File: src/rtl/sfx_pkg.sv
package sfx_pkg;
  localparam int unsigned SFX_DATA_W = 32;
  localparam int unsigned SFX_FLEN_W = 7;
  localparam int unsigned SFX_CNT_W  = $clog2(SFX_DATA_W + 1);
  localparam int unsigned SFX_WL_W   = 3;

  // packed control layout, low to high
  localparam int unsigned SFX_WL1_POS  = 0;
  localparam int unsigned SFX_FL1_POS  = SFX_WL1_POS + SFX_WL_W;
  localparam int unsigned SFX_WL2_POS  = SFX_FL1_POS + SFX_FLEN_W;
  localparam int unsigned SFX_FL2_POS  = SFX_WL2_POS + SFX_WL_W;
  localparam int unsigned SFX_DUAL_POS = SFX_FL2_POS + SFX_FLEN_W;
  localparam int unsigned SFX_DLY_POS  = SFX_DUAL_POS + 1;
  localparam int unsigned SFX_IGN_POS  = SFX_DLY_POS + 1;
  localparam int unsigned SFX_CTRL_W   = SFX_IGN_POS + 1;

  typedef struct packed {
    logic                  dual;
    logic                  ign_sync;
    logic                  delay1;
    logic [SFX_WL_W-1:0]   wl_p1;
    logic [SFX_WL_W-1:0]   wl_p2;
    logic [SFX_FLEN_W-1:0] fl_p1;
    logic [SFX_FLEN_W-1:0] fl_p2;
  } sfx_cfg_t;

  function automatic logic [SFX_CNT_W-1:0] sfx_word_bits(input logic [SFX_WL_W-1:0] code);
    logic [SFX_CNT_W-1:0] n;
    case (code)
      3'd0:    n = SFX_CNT_W'(8);
      3'd1:    n = SFX_CNT_W'(12);
      3'd2:    n = SFX_CNT_W'(16);
      3'd3:    n = SFX_CNT_W'(20);
      3'd4:    n = SFX_CNT_W'(24);
      default: n = SFX_CNT_W'(32);
    endcase
    return n;
  endfunction
endpackage

File: src/rtl/sfx_ctrl_decode.sv
module sfx_ctrl_decode
  import sfx_pkg::*;
(
  input  logic [SFX_CTRL_W-1:0] ctrl_word,
  output sfx_cfg_t              cfg
);
  assign cfg.wl_p1    = ctrl_word[SFX_WL1_POS +: SFX_WL_W];
  assign cfg.fl_p1    = ctrl_word[SFX_FL1_POS +: SFX_FLEN_W];
  assign cfg.wl_p2    = ctrl_word[SFX_WL2_POS +: SFX_WL_W];
  assign cfg.fl_p2    = ctrl_word[SFX_FL2_POS +: SFX_FLEN_W];
  assign cfg.dual     = ctrl_word[SFX_DUAL_POS];
  assign cfg.delay1   = ctrl_word[SFX_DLY_POS];
  assign cfg.ign_sync = ctrl_word[SFX_IGN_POS];
endmodule

File: src/rtl/sfx_hold_reg.sv
module sfx_hold_reg #(
  parameter int unsigned DATA_W = 32
) (
  input  logic              clk,
  input  logic              rst_n,
  input  logic              s_valid,
  input  logic [DATA_W-1:0] s_data,
  output logic              s_ready,
  input  logic              take,
  output logic [DATA_W-1:0] word_out
);
  logic              full_q;
  logic [DATA_W-1:0] hold_q;
  logic [DATA_W-1:0] last_q;

  assign s_ready  = !full_q;
  // underrun: the last word handed out is offered again
  assign word_out = full_q ? hold_q : last_q;

  always_ff @(posedge clk or negedge rst_n) begin
    if (!rst_n) begin
      full_q <= 1'b0;
      hold_q <= '0;
      last_q <= '0;
    end else begin
      if (take) last_q <= word_out;
      if (s_valid && !full_q) begin
        hold_q <= s_data;
        full_q <= 1'b1;
      end else if (take) begin
        full_q <= 1'b0;
      end
    end
  end
endmodule

File: src/rtl/sfx_shifter.sv
module sfx_shifter #(
  parameter int unsigned DATA_W = 32,
  parameter int unsigned CNT_W  = $clog2(DATA_W + 1)
) (
  input  logic              clk,
  input  logic              rst_n,
  input  logic              op_zero,
  input  logic              op_load,
  input  logic              op_shift,
  input  logic [DATA_W-1:0] word,
  input  logic [CNT_W-1:0]  len,
  output logic              sdata
);
  logic [DATA_W-1:0] sh_q;
  logic [CNT_W-1:0]  lsh;

  // left-justify the word so its top valid bit sits at the MSB
  assign lsh   = CNT_W'(DATA_W) - len;
  assign sdata = sh_q[DATA_W-1];

  always_ff @(posedge clk or negedge rst_n) begin
    if (!rst_n)        sh_q <= '0;
    else if (op_zero)  sh_q <= '0;
    else if (op_load)  sh_q <= word << lsh;
    else if (op_shift) sh_q <= {sh_q[DATA_W-2:0], 1'b0};
  end
endmodule

File: src/rtl/sfx_frame_seq.sv
module sfx_frame_seq
  import sfx_pkg::*;
(
  input  logic                 clk,
  input  logic                 rst_n,
  input  logic                 tx_en,
  input  logic                 bit_tick,
  input  logic                 fsync,
  input  sfx_cfg_t             cfg,
  output logic                 op_zero,
  output logic                 op_load,
  output logic                 op_shift,
  output logic [SFX_CNT_W-1:0] load_len,
  output logic                 sync_err
);
  logic                  active_q;
  logic                  need_load_q;
  logic                  phase_q;
  logic [SFX_FLEN_W-1:0] word_cnt_q;
  logic [SFX_CNT_W-1:0]  bits_rem_q;

  logic [SFX_CNT_W-1:0]  len1, len2, cur_len;
  logic                  tick_en, start, cont, sync_mid, last_of_phase;

  assign len1    = sfx_word_bits(cfg.wl_p1);
  assign len2    = sfx_word_bits(cfg.wl_p2);
  assign cur_len = phase_q ? len2 : len1;

  assign tick_en  = tx_en && bit_tick;
  assign sync_mid = tick_en && fsync && active_q;
  // a sync starts a frame when idle, or restarts one when not ignored
  assign start    = tick_en && fsync && (!active_q || !cfg.ign_sync);
  assign cont     = tick_en && active_q && !start;
  assign last_of_phase = (word_cnt_q == (phase_q ? cfg.fl_p2 : cfg.fl_p1));

  assign load_len = start ? len1 : cur_len;
  assign op_load  = start ? !cfg.delay1 : (cont && need_load_q);
  assign op_shift = cont && !need_load_q;
  assign op_zero  = !tx_en || (start && cfg.delay1) || (tick_en && !active_q && !start);

  always_ff @(posedge clk or negedge rst_n) begin
    if (!rst_n) begin
      active_q    <= 1'b0;
      need_load_q <= 1'b0;
      phase_q     <= 1'b0;
      word_cnt_q  <= '0;
      bits_rem_q  <= '0;
      sync_err    <= 1'b0;
    end else if (!tx_en) begin
      active_q    <= 1'b0;
      need_load_q <= 1'b0;
      phase_q     <= 1'b0;
      word_cnt_q  <= '0;
      bits_rem_q  <= '0;
      sync_err    <= 1'b0;
    end else begin
      if (sync_mid && !cfg.ign_sync) sync_err <= 1'b1;
      if (start) begin
        active_q   <= 1'b1;
        phase_q    <= 1'b0;
        word_cnt_q <= '0;
        if (cfg.delay1) begin
          need_load_q <= 1'b1;
          bits_rem_q  <= '0;
        end else begin
          need_load_q <= 1'b0;
          bits_rem_q  <= len1 - 1'b1;
        end
      end else if (cont) begin
        if (need_load_q) begin
          need_load_q <= 1'b0;
          bits_rem_q  <= cur_len - 1'b1;
        end else if (bits_rem_q != SFX_CNT_W'(1)) begin
          bits_rem_q <= bits_rem_q - 1'b1;
        end else begin
          // this tick put out the final bit of the current word
          bits_rem_q <= '0;
          if (!last_of_phase) begin
            word_cnt_q  <= word_cnt_q + 1'b1;
            need_load_q <= 1'b1;
          end else if (!phase_q && cfg.dual) begin
            phase_q     <= 1'b1;
            word_cnt_q  <= '0;
            need_load_q <= 1'b1;
          end else begin
            active_q <= 1'b0;
          end
        end
      end
    end
  end
endmodule

File: src/rtl/sfx_frame_tx.sv
module sfx_frame_tx
  import sfx_pkg::*;
(
  input  logic                  clk,
  input  logic                  rst_n,
  input  logic                  tx_en,
  input  logic [SFX_CTRL_W-1:0] ctrl_word,
  input  logic                  bit_tick,
  input  logic                  fsync,
  input  logic                  s_valid,
  input  logic [SFX_DATA_W-1:0] s_data,
  output logic                  s_ready,
  output logic                  sdata,
  output logic                  sync_err
);
  sfx_cfg_t              cfg;
  logic                  op_zero, load_word, op_shift;
  logic [SFX_CNT_W-1:0]  load_len;
  logic [SFX_DATA_W-1:0] next_word;

  sfx_ctrl_decode u_dec (
    .ctrl_word (ctrl_word),
    .cfg       (cfg)
  );

  sfx_frame_seq u_seq (
    .clk      (clk),
    .rst_n    (rst_n),
    .tx_en    (tx_en),
    .bit_tick (bit_tick),
    .fsync    (fsync),
    .cfg      (cfg),
    .op_zero  (op_zero),
    .op_load  (load_word),
    .op_shift (op_shift),
    .load_len (load_len),
    .sync_err (sync_err)
  );

  sfx_hold_reg #(.DATA_W(SFX_DATA_W)) u_hold (
    .clk      (clk),
    .rst_n    (rst_n),
    .s_valid  (s_valid),
    .s_data   (s_data),
    .s_ready  (s_ready),
    .take     (load_word),
    .word_out (next_word)
  );

  sfx_shifter #(.DATA_W(SFX_DATA_W), .CNT_W(SFX_CNT_W)) u_shift (
    .clk      (clk),
    .rst_n    (rst_n),
    .op_zero  (op_zero),
    .op_load  (load_word),
    .op_shift (op_shift),
    .word     (next_word),
    .len      (load_len),
    .sdata    (sdata)
  );
endmodule

File: config.mk
export PLATFORM = sky130hd
export DESIGN_NAME = sfx_frame_tx
export DESIGN_NICKNAME = d
export VERILOG_FILES = /design/src/rtl/sfx_pkg.sv /design/src/rtl/sfx_ctrl_decode.sv /design/src/rtl/sfx_hold_reg.sv /design/src/rtl/sfx_shifter.sv /design/src/rtl/sfx_frame_seq.sv /design/src/rtl/sfx_frame_tx.sv
export SDC_FILE = /design/constraint.sdc
export NUM_CORES = 1
export LEC_CHECK = 0
export BUFFER_PORTS_ARGS = -buffer_cell sky130_fd_sc_hd__buf_2
export CORE_MARGIN = 1.5
export CORE_UTILIZATION = 55
export CTS_BUF_LIST = sky130_fd_sc_hd__clkbuf_16
export CTS_CLUSTER_DIAMETER = 150
export DETAILED_ROUTE_END_ITERATION = 10
export PLACE_DENSITY = 0.75
export SLEW_MARGIN = 40
export SYNTH_ARGS = -nofsm -noshare
export SYNTH_HDL_FRONTEND = slang
export SYNTH_SLANG_ARGS = --single-unit
File: constraint.sdc
create_clock -name clk -period 4 [get_ports clk]
set_clock_uncertainty 0.2 [all_clocks]
set_input_delay 0.4 -clock clk [delete_from_list [all_inputs] [get_ports clk]]
set_output_delay 0.4 -clock clk [all_outputs]
set_load 0.05 [all_outputs]
==> qor.yml, run 1 <==
final_util_pct: 65.0
num_antenna_cells: 0
core_um2: 11400
hp-class: "input pin to register"
postSynthCellCount: 641
use_met1_pct: 36.3
start_util_pct: 56.3
grt_first_pass_wirelength_um: 27500
areaGrowthSynthToFinish_pct: 15.4
cts_buffer_depth: 2
syn_nets: 706
worstSetupStartpointType: "register"
rsz0062_at_grt: "false"
overflow: 0
period_share_pct: 76.2
slew_headroom_pct: 46.4
drive_above_1_share_pct: 25.6
violations: "negative hold slack"
netlist_area_um2: 6430
drt_pass1_iterations: 6
setup_viol: 0
drtIter0Drc: 773
wire_per_inst_um: 19.9
grt_pass1_vias: 5560
status: "complete, but fails checks"
ir_drop_mv: 0.626
cp_max_fo: 14
cts_made_buffers: 17
synth_cell_type_count: 63
period_minus_slack_ns: 3.05
finalSetupTns_ns: 0
io_buffers: 63
clk_transition_reported_paths_ns: 0.06
synth_edf_count: 0
boundaryPins: 64
synth_top_area_share_pct: 44.4
root_buffer: "clkbuf_16"
num_rows: 39
htree_levels: 4
final_nets: 759
cp.required_ns: 4.06
critPathCaptureType: "register"
max_freq_ghz: 0.328
netlist_top_cells_area: "dfrtp_1 44%, mux2i_1 9.0%, mux2_2 7.5%"
antenna_found_initial: 0
slew_viol_final: 0
cts_tree: "done"
design_area_um2: 7420
yosysWarningCount: 0
cts_setup_buffers: 0
nFillCells: 946
r2r_slack_ns: 0.95
clk_latency_ns: 0.43
die_w_um: 111
p_per_area_nw_per_um2: 644
tightestPinTransition_ns: 0.782
critPathKind: "register to register"
synth_ff_type: "dfrtp_1"
detail-route-antenna-nets: 0
ys_seq_elements: 114
gp_routability_congestion: 0.978
drc: 0
arrival_ns: 3.11
track_usage_pct: 28.1
avgSynthCellArea_um2: 10.0
finalPower_w: 0.00478
leakagePower_nw: 3.27
busiest_layer: "met2"
synth_seq_area_share_pct: 44.4
dpl_cell_area_um2: 6850
synthArstFlopShare_pct: 100
dp_hpwl_um: 11800
via_per_inst: 6.56
hold_violations: 1
maxCapViolCount: 0
hold_ws_ns: -0.000996
yosysTopAreaCell: "dfrtp_1"
die_area_um2: 12300
drt_wl_total_um: 16900
die_h_um: 111
clkSinkCount: 114
vias: 5578
gr-usage-met3_pct: 6.07
grt_max_degree: 76
grt_use_met2_pct: 45.3
-- through the flow --
stage               cells  setup slack (ns)
floorplan             641              1.54
global placement      817              1.03
detailed placement    817             0.916
CTS                   850              1.02
global route          850             0.792
finish                850             0.951
-- layout by cell type, fill, tap and decap left out, drive strengths merged, types with 3 or more instances in the layout --
cell	n
nand3	4
or2	7
inv	15
a21o	7
ha	4
a21oi	63
and2	5
xnor2	8
mux2i	58
nand4	3
o221ai	13
nor2b	5
clkinv	8
buf	75
mux4	3
a22o	4
a211oi	5
a211o	3
dfrtp	114
o21ai	26
nand3b	3
nor4	11
a31oi	13
nor3	19
and3	3
mux2	43
clkbuf	17
or3	3
xor2	3
nand2	48
a31o	6
a22oi	22
nor2	52
o211ai	6
-- critical path, cell delays in order, from the launching register on --
cell	delay (ns)
dfrtp_1	0.69
and3_1	0.25
a211o_1	0.18
and2_0	0.60
a21oi_2	0.21
o21ai_1	0.53
o221ai_1	0.23
-- path summary, 6_finish.rpt --
path | from | to | cells past startpoint
setup / recovery | u_seq.phase_q$_DFFE_PN0P_ | u_shift.sh_q[27]$_DFFE_PN0P_ | 6
hold / removal | s_data[21] | u_hold.hold_q[21]$_DFFE_PN0P_ | 2
setup reg to reg | u_seq.phase_q$_DFFE_PN0P_ | u_shift.sh_q[27]$_DFFE_PN0P_ | 6
hold reg to reg | u_shift.sh_q[4]$_DFFE_PN0P_ | u_shift.sh_q[4]$_DFFE_PN0P_ | 2
max in group asynchronous | rst_n | u_seq.bits_rem_q[5]$_DFFE_PN0P_ | 3
min in group asynchronous | rst_n | u_seq.word_cnt_q[4]$_DFFE_PN0P_ | 2
-- cell type report --
type / count / area (µm²) / area share [%]
Clock buffer: 17 / 425 / 5.73
Clock inverter: 15 / 131 / 1.77
Inverter: 11 / 41.3 / 0.557
Multi-Input combinational cell: 474 / 3360 / 45.3
Sequential cell: 114 / 2860 / 38.5
Tap cell: 143 / 179 / 2.41
Timing Repair Buffer: 76 / 422 / 5.68
-- synth_stat cells, types with 3 or more instances --
library cell	count
nand3b_1	3
a21o_1	7
mux2i_1	58
nand3_1	4
o211ai_1	6
dfrtp_1	114
buf_2	12
xor2_1	3
nor3_1	18
a21oi_1	62
or2_2	6
a22o_1	4
nand4_1	3
a211o_1	3
nor2b_1	5
nor2_1	52
mux2_2	43
xnor2_1	8
mux4_2	3
o21ai_0	25
nand2_1	47
a31o_2	6
and2_1	4
o221ai_1	13
a211oi_1	3
or3_1	3
and3_1	3
ha_1	4
a22oi_1	22
buf_1	6
nor4_1	10
clkbuf_1	21
inv_1	11
a31oi_1	13
-- metal layers --
layer / up-vias / share of wire [%]
met5: - / 0
met4: 0 / 4.1
met3: 61 / 6.3
met2: 264 / 47
met1: 2749 / 42
li1: 2504 / -
-- state kept, by name, indices dropped and copies added, names as in the netlist --
name               count
u_hold.full_q          1
u_hold.hold_q         32
u_hold.last_q         32
u_seq.active_q         1
u_seq.bits_rem_q       6
u_seq.need_load_q      1
u_seq.phase_q          1
u_seq.sync_err         1
u_seq.word_cnt_q       7
u_shift.sh_q          32
-- cells by family after synthesis --
logic type	share of synthesized area, %
AOI/OAI and AO/OA	19.2
and+or+nand+nor	12.9
DFF	44.4
muxes	17.6
buffers and inverters	3.56
xor gates and xnor gates	1.50
adders and majority gates	0.779
-- timing repair --
item,in CTS,in global routing
setup endpoints to repair,0,0
endpoints found under the hold margin,73,0
hold buffers,1,0
resized for setup,0,0
-- power breakdown --
group / total (W) / internal, W / switching [W]
clock: 0.00143 / 0.000855 / 0.000571
combinational: 0.00156 / 0.000649 / 0.000908
sequential: 0.00180 / 0.00151 / 0.000285
Note: power is estimated with default switching activity, not from simulation.
==> inputs of run 2 (changes only) <==
==> constraint.sdc (replaced) <==
create_clock -name clk -period 2.9 [get_ports clk]
set_clock_uncertainty 0.2 [all_clocks]
set_input_delay 0.29 -clock clk [delete_from_list [all_inputs] [get_ports clk]]
set_output_delay 0.29 -clock clk [all_outputs]
set_load 0.05 [all_outputs]
==> run 2 against run 1 <==
The flow now finishes without violations; non-clock buffer count grew 70; wire length grew 8.0%; flip-flop and latch count is the same; register-to-register slack lost 0.75 ns; critical path depth is the same; sequential share of layout area shrank 3.1 points; design area grew 8.7%; critical path type unchanged; highest routed layer unchanged.
==> qor.yml, run 2 (same netlist as run 1, synthesis figures left out) <==
grt_pass1_vias: 5951  # +7.0%
hp-start: "tx_en"
detail-route-antenna-nets: 0  # unchanged
dp_hpwl_um: 12200  # +3.5%
fin_cells: 920  # +8.2%
worstSetupStartpointType: "register"
drt_wl_total_um: 18300  # +8.0%
grt_max_degree: 60  # -21%
wire_per_inst_um: 19.9  # -0.23%
design_area_um2: 8060  # +8.7%
areaGrowthSynthToFinish_pct: 25.4
root_buffer: "clkbuf_16"
drt_pass1_iterations: 6  # unchanged
die_h_um: 111  # unchanged
period_share_pct: 93.1  # +17 points
vias: 5744  # +3.0%
dp.cells: 854  # +4.5%
rsz0062_at_grt: "false"
status: "finished clean"
setup_viol: 0  # unchanged
dpl_cell_area_um2: 7140  # +4.3%
overflow: 0  # unchanged
clkSinkCount: 114  # unchanged
clk_latency_ns: 0.42  # about the same
core_um2: 11400  # unchanged
period_minus_slack_ns: 2.70  # -0.351 ns
cts_buffer_depth: 2  # unchanged
start_util_pct: 56.3  # unchanged
cp_max_fo: 8  # -6
final_cell_mix: "113 x dfrtp_1, 62 x a21oi_1, 62 x buf_2, 58 x mux2i_1, 50 x nor2_1"
min_path_cells: 2  # unchanged
die_w_um: 111  # unchanged
maxCapViolCount: 0  # unchanged
clk_transition_reported_paths_ns: 0.06  # about the same
r2r_slack_ns: 0.20  # -0.75 ns
leakagePower_nw: 3.59  # +9.9%
critPathKind: "register to register"
num_antenna_cells: 0  # unchanged
finalSetupTns_ns: 0  # unchanged
grt_first_pass_wirelength_um: 30200  # +9.9%
via_per_inst: 6.24  # -4.9%
final_common_cell: "dfrtp_1"
io_buffers: 63  # unchanged
multi_input_area_um2: 3350  # -0.30%
cts_tree: "done"
drive_above_1_share_pct: 27.9  # +2.3 points
htree_levels: 4  # unchanged
antenna_found_initial: 0  # unchanged
hp-class: "input pin to register"
r2r_cells: 6  # unchanged
arrival_ns: 2.78  # -0.33 ns
finalPower_w: 0.00706  # +48%
slew_headroom_pct: 49.0  # +2.6 points
hold_violations: 0  # -1
final_nets: 829  # +9.2%
cp.required_ns: 2.98  # -1.08 ns
die_area_um2: 12300  # unchanged
slew_viol_final: 0  # unchanged
cts_made_buffers: 17  # unchanged
hold_end: "u_seq.active_q$_DFFE_PN0P_"
tightestPinTransition_ns: 0.764  # -0.0178 ns
critPathCaptureType: "register"
nFillCells: 833  # -12%
regToRegEndpoint: "u_seq.word_cnt_q[1]$_DFFE_PN0P_"
p_per_area_nw_per_um2: 876  # +36%
num_rows: 39  # unchanged
ir_drop_mv: 0.746  # +19%
track_usage_pct: 31.2  # +3.1 points
register_area_um2: 2850  # about the same
max_freq_ghz: 0.371  # +13%
boundaryPins: 64  # unchanged
reg2reg_from: "u_seq.bits_rem_q[2]$_DFFE_PN0P_"
top_regs: "u_hold.hold_q x32, u_hold.last_q x32, u_shift.sh_q x32"
drc: 0  # unchanged
gp_routability_congestion: 0.984  # +0.59%
drtIter0Drc: 693  # -10%
final_util_pct: 70.6  # +5.6 points
==> run 2: what timing repair did <==
item,4_1_cts,5_1_grt
hold buffers,34,0
endpoints found under the hold margin,147,0
setup buffers,0,0
gates resized for setup,0,0
==> run 2: how the worst max path moves through the flow <==
stage | startpoint | to | slack (ns) | cells past startpoint
finish | u_seq.bits_rem_q[2]$_DFFE_PN0P_ | u_seq.word_cnt_q[1]$_DFFE_PN0P_ | 0.20 | 6
global route | u_seq.active_q$_DFFE_PN0P_ | u_shift.sh_q[17]$_DFFE_PN0P_ | 0.11 | 7
detailed placement | u_seq.bits_rem_q[2]$_DFFE_PN0P_ | u_seq.word_cnt_q[1]$_DFFE_PN0P_ | 0.21 | 6
CTS | u_seq.bits_rem_q[2]$_DFFE_PN0P_ | u_seq.word_cnt_q[1]$_DFFE_PN0P_ | 0.21 | 6
floorplan | u_seq.bits_rem_q[2]$_DFFE_PN0P_ | u_seq.word_cnt_q[1]$_DFFE_PN0P_ | 0.44 | 7
global placement | u_seq.bits_rem_q[2]$_DFFE_PN0P_ | u_seq.word_cnt_q[1]$_DFFE_PN0P_ | 0.30 | 6
==> run 2: routing by layer <==
| layer | global-route usage [%] | share of wire (%) |
|---|---|---|
| met1 | 39.8 | 42 |
| met2 | 51.7 | 48 |
| met3 | 7.33 | 6.4 |
| met4 | 12.2 | 2.8 |
| met5 | 0 | 0 |
==> run 2: layout make-up <==
| cell class | count | share of cell area (%) |
|---|---|---|
| flip-flops and latches | 114 | 35.4 |
| clock inverters | 15 | 1.94 |
| clock buffers | 17 | 5.28 |
| inverters | 11 | 0.512 |
| multi-input cells | 474 | 41.6 |
| repair buffers | 146 | 13.0 |
| well taps | 143 | 2.22 |
==> run 2: report_power, final <==
part,leakage (nW),switching [W],internal [W]
Clock,0.272,0.000789,0.00127
Sequential,1.42,0.000333,0.00208
Combinational,1.90,0.00142,0.00117
Total,3.59,0.00254,0.00452
==> run 2: critical path: stages, from the launching register on <==
cell	delay (ns)
dfrtp_1	0.42
or3_1	0.41
or4b_4	0.57
or2_0	0.38
a31o_2	0.36
a32oi_1	0.16
nor2_1	0.06
==> run 2: per-stage QoR <==
stage                     worst slack (ns)  hold WS, ns
final                                0.201       0.0154
after global routing                 0.106       0.0160
after CTS                            0.207      0.00202
after detailed placement             0.212      -0.0703
after global placement               0.299      -0.0747
after floorplan                      0.439       -0.206
==> inputs of run 3 (changes only) <==
==> constraint.sdc (replaced) <==
create_clock -name clk -period 2.6 [get_ports clk]
set_clock_uncertainty 0.2 [all_clocks]
set_input_delay 0.26 -clock clk [delete_from_list [all_inputs] [get_ports clk]]
set_output_delay 0.26 -clock clk [all_outputs]
set_load 0.05 [all_outputs]
==> run 3 against run 2 <==
Sequential power increased by 11%; core utilization up 2.4 points; flip-flop and latch count unchanged; clock power is 21% higher; design area increased by 3.4%; critical path depth is the same; die area is the same; combinational power up 18%; register-to-register slack worse by 0.12 ns; first-iteration DRC count shrank 7.9%; global-route usage up 0.46 points; critical endpoint is now u_seq.active_q$_DFFE_PN0P_; largest power group unchanged; highest routed layer unchanged.
==> qor.yml, run 3 (same netlist as run 1, synthesis figures left out) <==
status: "finished clean"
drtIter0Drc: 638  # -7.9%
track_usage_pct: 31.7  # +0.46 points
hp-class: "input pin to register"
rsz0062_at_grt: "false"
cp.required_ns: 2.70  # -0.28 ns
multi_input_area_um2: 3380  # +0.86%
p_per_area_nw_per_um2: 989  # +13%
worstSetupStartpointType: "register"
num_rows: 39  # unchanged
maxCapViolCount: 0  # unchanged
die_area_um2: 12300  # unchanged
grt_max_degree: 62  # +3.3%
wire_per_inst_um: 19.8  # -0.51%
final_util_pct: 73.0  # +2.4 points
core_um2: 11400  # unchanged
final_nets: 848  # +2.3%
areaGrowthSynthToFinish_pct: 29.6
htree_levels: 4  # unchanged
overflow: 0  # unchanged
cts_made_buffers: 17  # unchanged
finalPower_w: 0.00824  # +17%
critPathCaptureType: "register"
antenna_found_initial: 0  # unchanged
leakagePower_nw: 3.73  # +4.0%
arrival_ns: 2.62  # -0.16 ns
register_area_um2: 2850  # unchanged
num_antenna_cells: 0  # unchanged
period_minus_slack_ns: 2.52  # -0.182 ns
ir_drop_mv: 0.844  # +13%
cts_setup_buffers: 0  # unchanged
clk_latency_ns: 0.42  # about the same
slew_headroom_pct: 58.3  # +9.3 points
slew_viol_final: 0  # unchanged
clk_transition_reported_paths_ns: 0.06  # about the same
vias: 5831  # +1.5%
drt_pass1_iterations: 5  # -1
nFillCells: 795  # -4.6%
hold_violations: 0  # unchanged
cts_tree: "done"
detail-route-antenna-nets: 0  # unchanged
root_buffer: "clkbuf_16"
critPathKind: "register to register"
grt_first_pass_wirelength_um: 30700  # +1.7%
period_share_pct: 96.8  # +3.7 points
via_per_inst: 6.21  # -0.54%
boundaryPins: 64  # unchanged
dp_hpwl_um: 12500  # +2.3%
die_h_um: 111  # unchanged
final_cell_mix: "113 x dfrtp_1, 62 x a21oi_1, 62 x buf_2, 60 x buf_4, 58 x mux2i_1"
drt_wl_total_um: 18600  # +1.5%
top_regs: "u_hold.hold_q x32, u_hold.last_q x32, u_shift.sh_q x32"
clkSinkCount: 114  # unchanged
drc: 0  # unchanged
dpl_cell_area_um2: 7310  # +2.4%
io_buffers: 63  # unchanged
max_freq_ghz: 0.397  # +7.2%
tightestPinTransition_ns: 0.625  # -0.138 ns
setup_viol: 0  # unchanged
cp_max_fo: 4  # -4
final_common_cell: "dfrtp_1"
gp_routability_congestion: 0.945  # -3.9%
start_util_pct: 56.3  # unchanged
die_w_um: 111  # unchanged
finalSetupTns_ns: 0  # unchanged
design_area_um2: 8330  # +3.4%
grt_pass1_vias: 6103  # +2.6%
drive_above_1_share_pct: 28.8  # +0.84 points
cts_buffer_depth: 2  # unchanged
run 3: changes by cell type in the layout (fill, tap and decap cells not counted), sizes merged:
cell,before,now
bufinv,2,5
clkinvlp,5,1
clkinv,5,7
inv,14,13
buf,112,128
dlygate4sd3,34,37
run 3: path summary, 6_finish.rpt:
| path | from | endpoint | slack (ns) | cells after the start |
|---|---|---|---|---|
| worst max register to register | u_seq.bits_rem_q[2]$_DFFE_PN0P_ | u_seq.active_q$_DFFE_PN0P_ | 0.08 | 6 |
| worst min-delay path | tx_en | u_seq.sync_err$_DFFE_PN0P_ | 0.05 | 3 |
| max in group asynchronous | rst_n | u_shift.sh_q[24]$_DFFE_PN0P_ | 1.28 | 3 |
| worst max-delay path | u_seq.bits_rem_q[2]$_DFFE_PN0P_ | u_seq.active_q$_DFFE_PN0P_ | 0.08 | 6 |
| worst min register to register | u_shift.sh_q[3]$_DFFE_PN0P_ | u_shift.sh_q[3]$_DFFE_PN0P_ | 0.28 | 2 |
| min in group asynchronous | rst_n | u_seq.word_cnt_q[4]$_DFFE_PN0P_ | 0.21 | 2 |
run 3: what timing repair did:
action                     4_1_cts  5_1_grt
hold buffers                    37        0
resized for setup                1        6
hold endpoints to repair        80        0
cloned                           0        0
pin swaps                        0        0
setup endpoints to repair        1       18
run 3: final cells by class:
class                   instances  share of cell area (%)
clock buffers                  17                    5.11
clock inverters                15                    2.37
inverters                      11                   0.496
multi-input cells             474                    40.6
flip-flops and latches        114                    34.3
well taps                     143                    2.15
repair buffers                165                    15.0
run 3: power by group:
part	internal, W	total [W]	switching, W
Sequential	0.00232	0.00269	0.000367
Clock	0.00167	0.00249	0.000819
Combinational	0.00145	0.00306	0.00161
Total	0.00545	0.00824	0.00280
run 3: layer usage:
metal,GRT usage [%],vias up,part of all wire [%]
met3,6.40,61,5.2
met1,39.5,2853,41
met4,14.1,0,3.7
met5,0,-,0
li1,-,2675,-
met2,53.5,242,50
run 3: critical path, stage by stage (launching register included):
cell and delay [ns]:
dfrtp_1 0.37, or3_1 0.40, or4b_4 0.55, buf_4 0.17
nor2_1 0.28, nand4_1 0.16, a31o_2 0.28
run 3: metrics by stage:
stage          std cells  hold slack, ns  worst slack, ns
4_1_cts              939          0.0280           0.0425
6_report             939          0.0541           0.0833
2_1_floorplan        641          -0.236            0.139
3_5_place_dp         870           0.111           0.0207
3_3_place_gp         870          0.0922           0.0772
5_1_grt              939          0.0623          0.00220
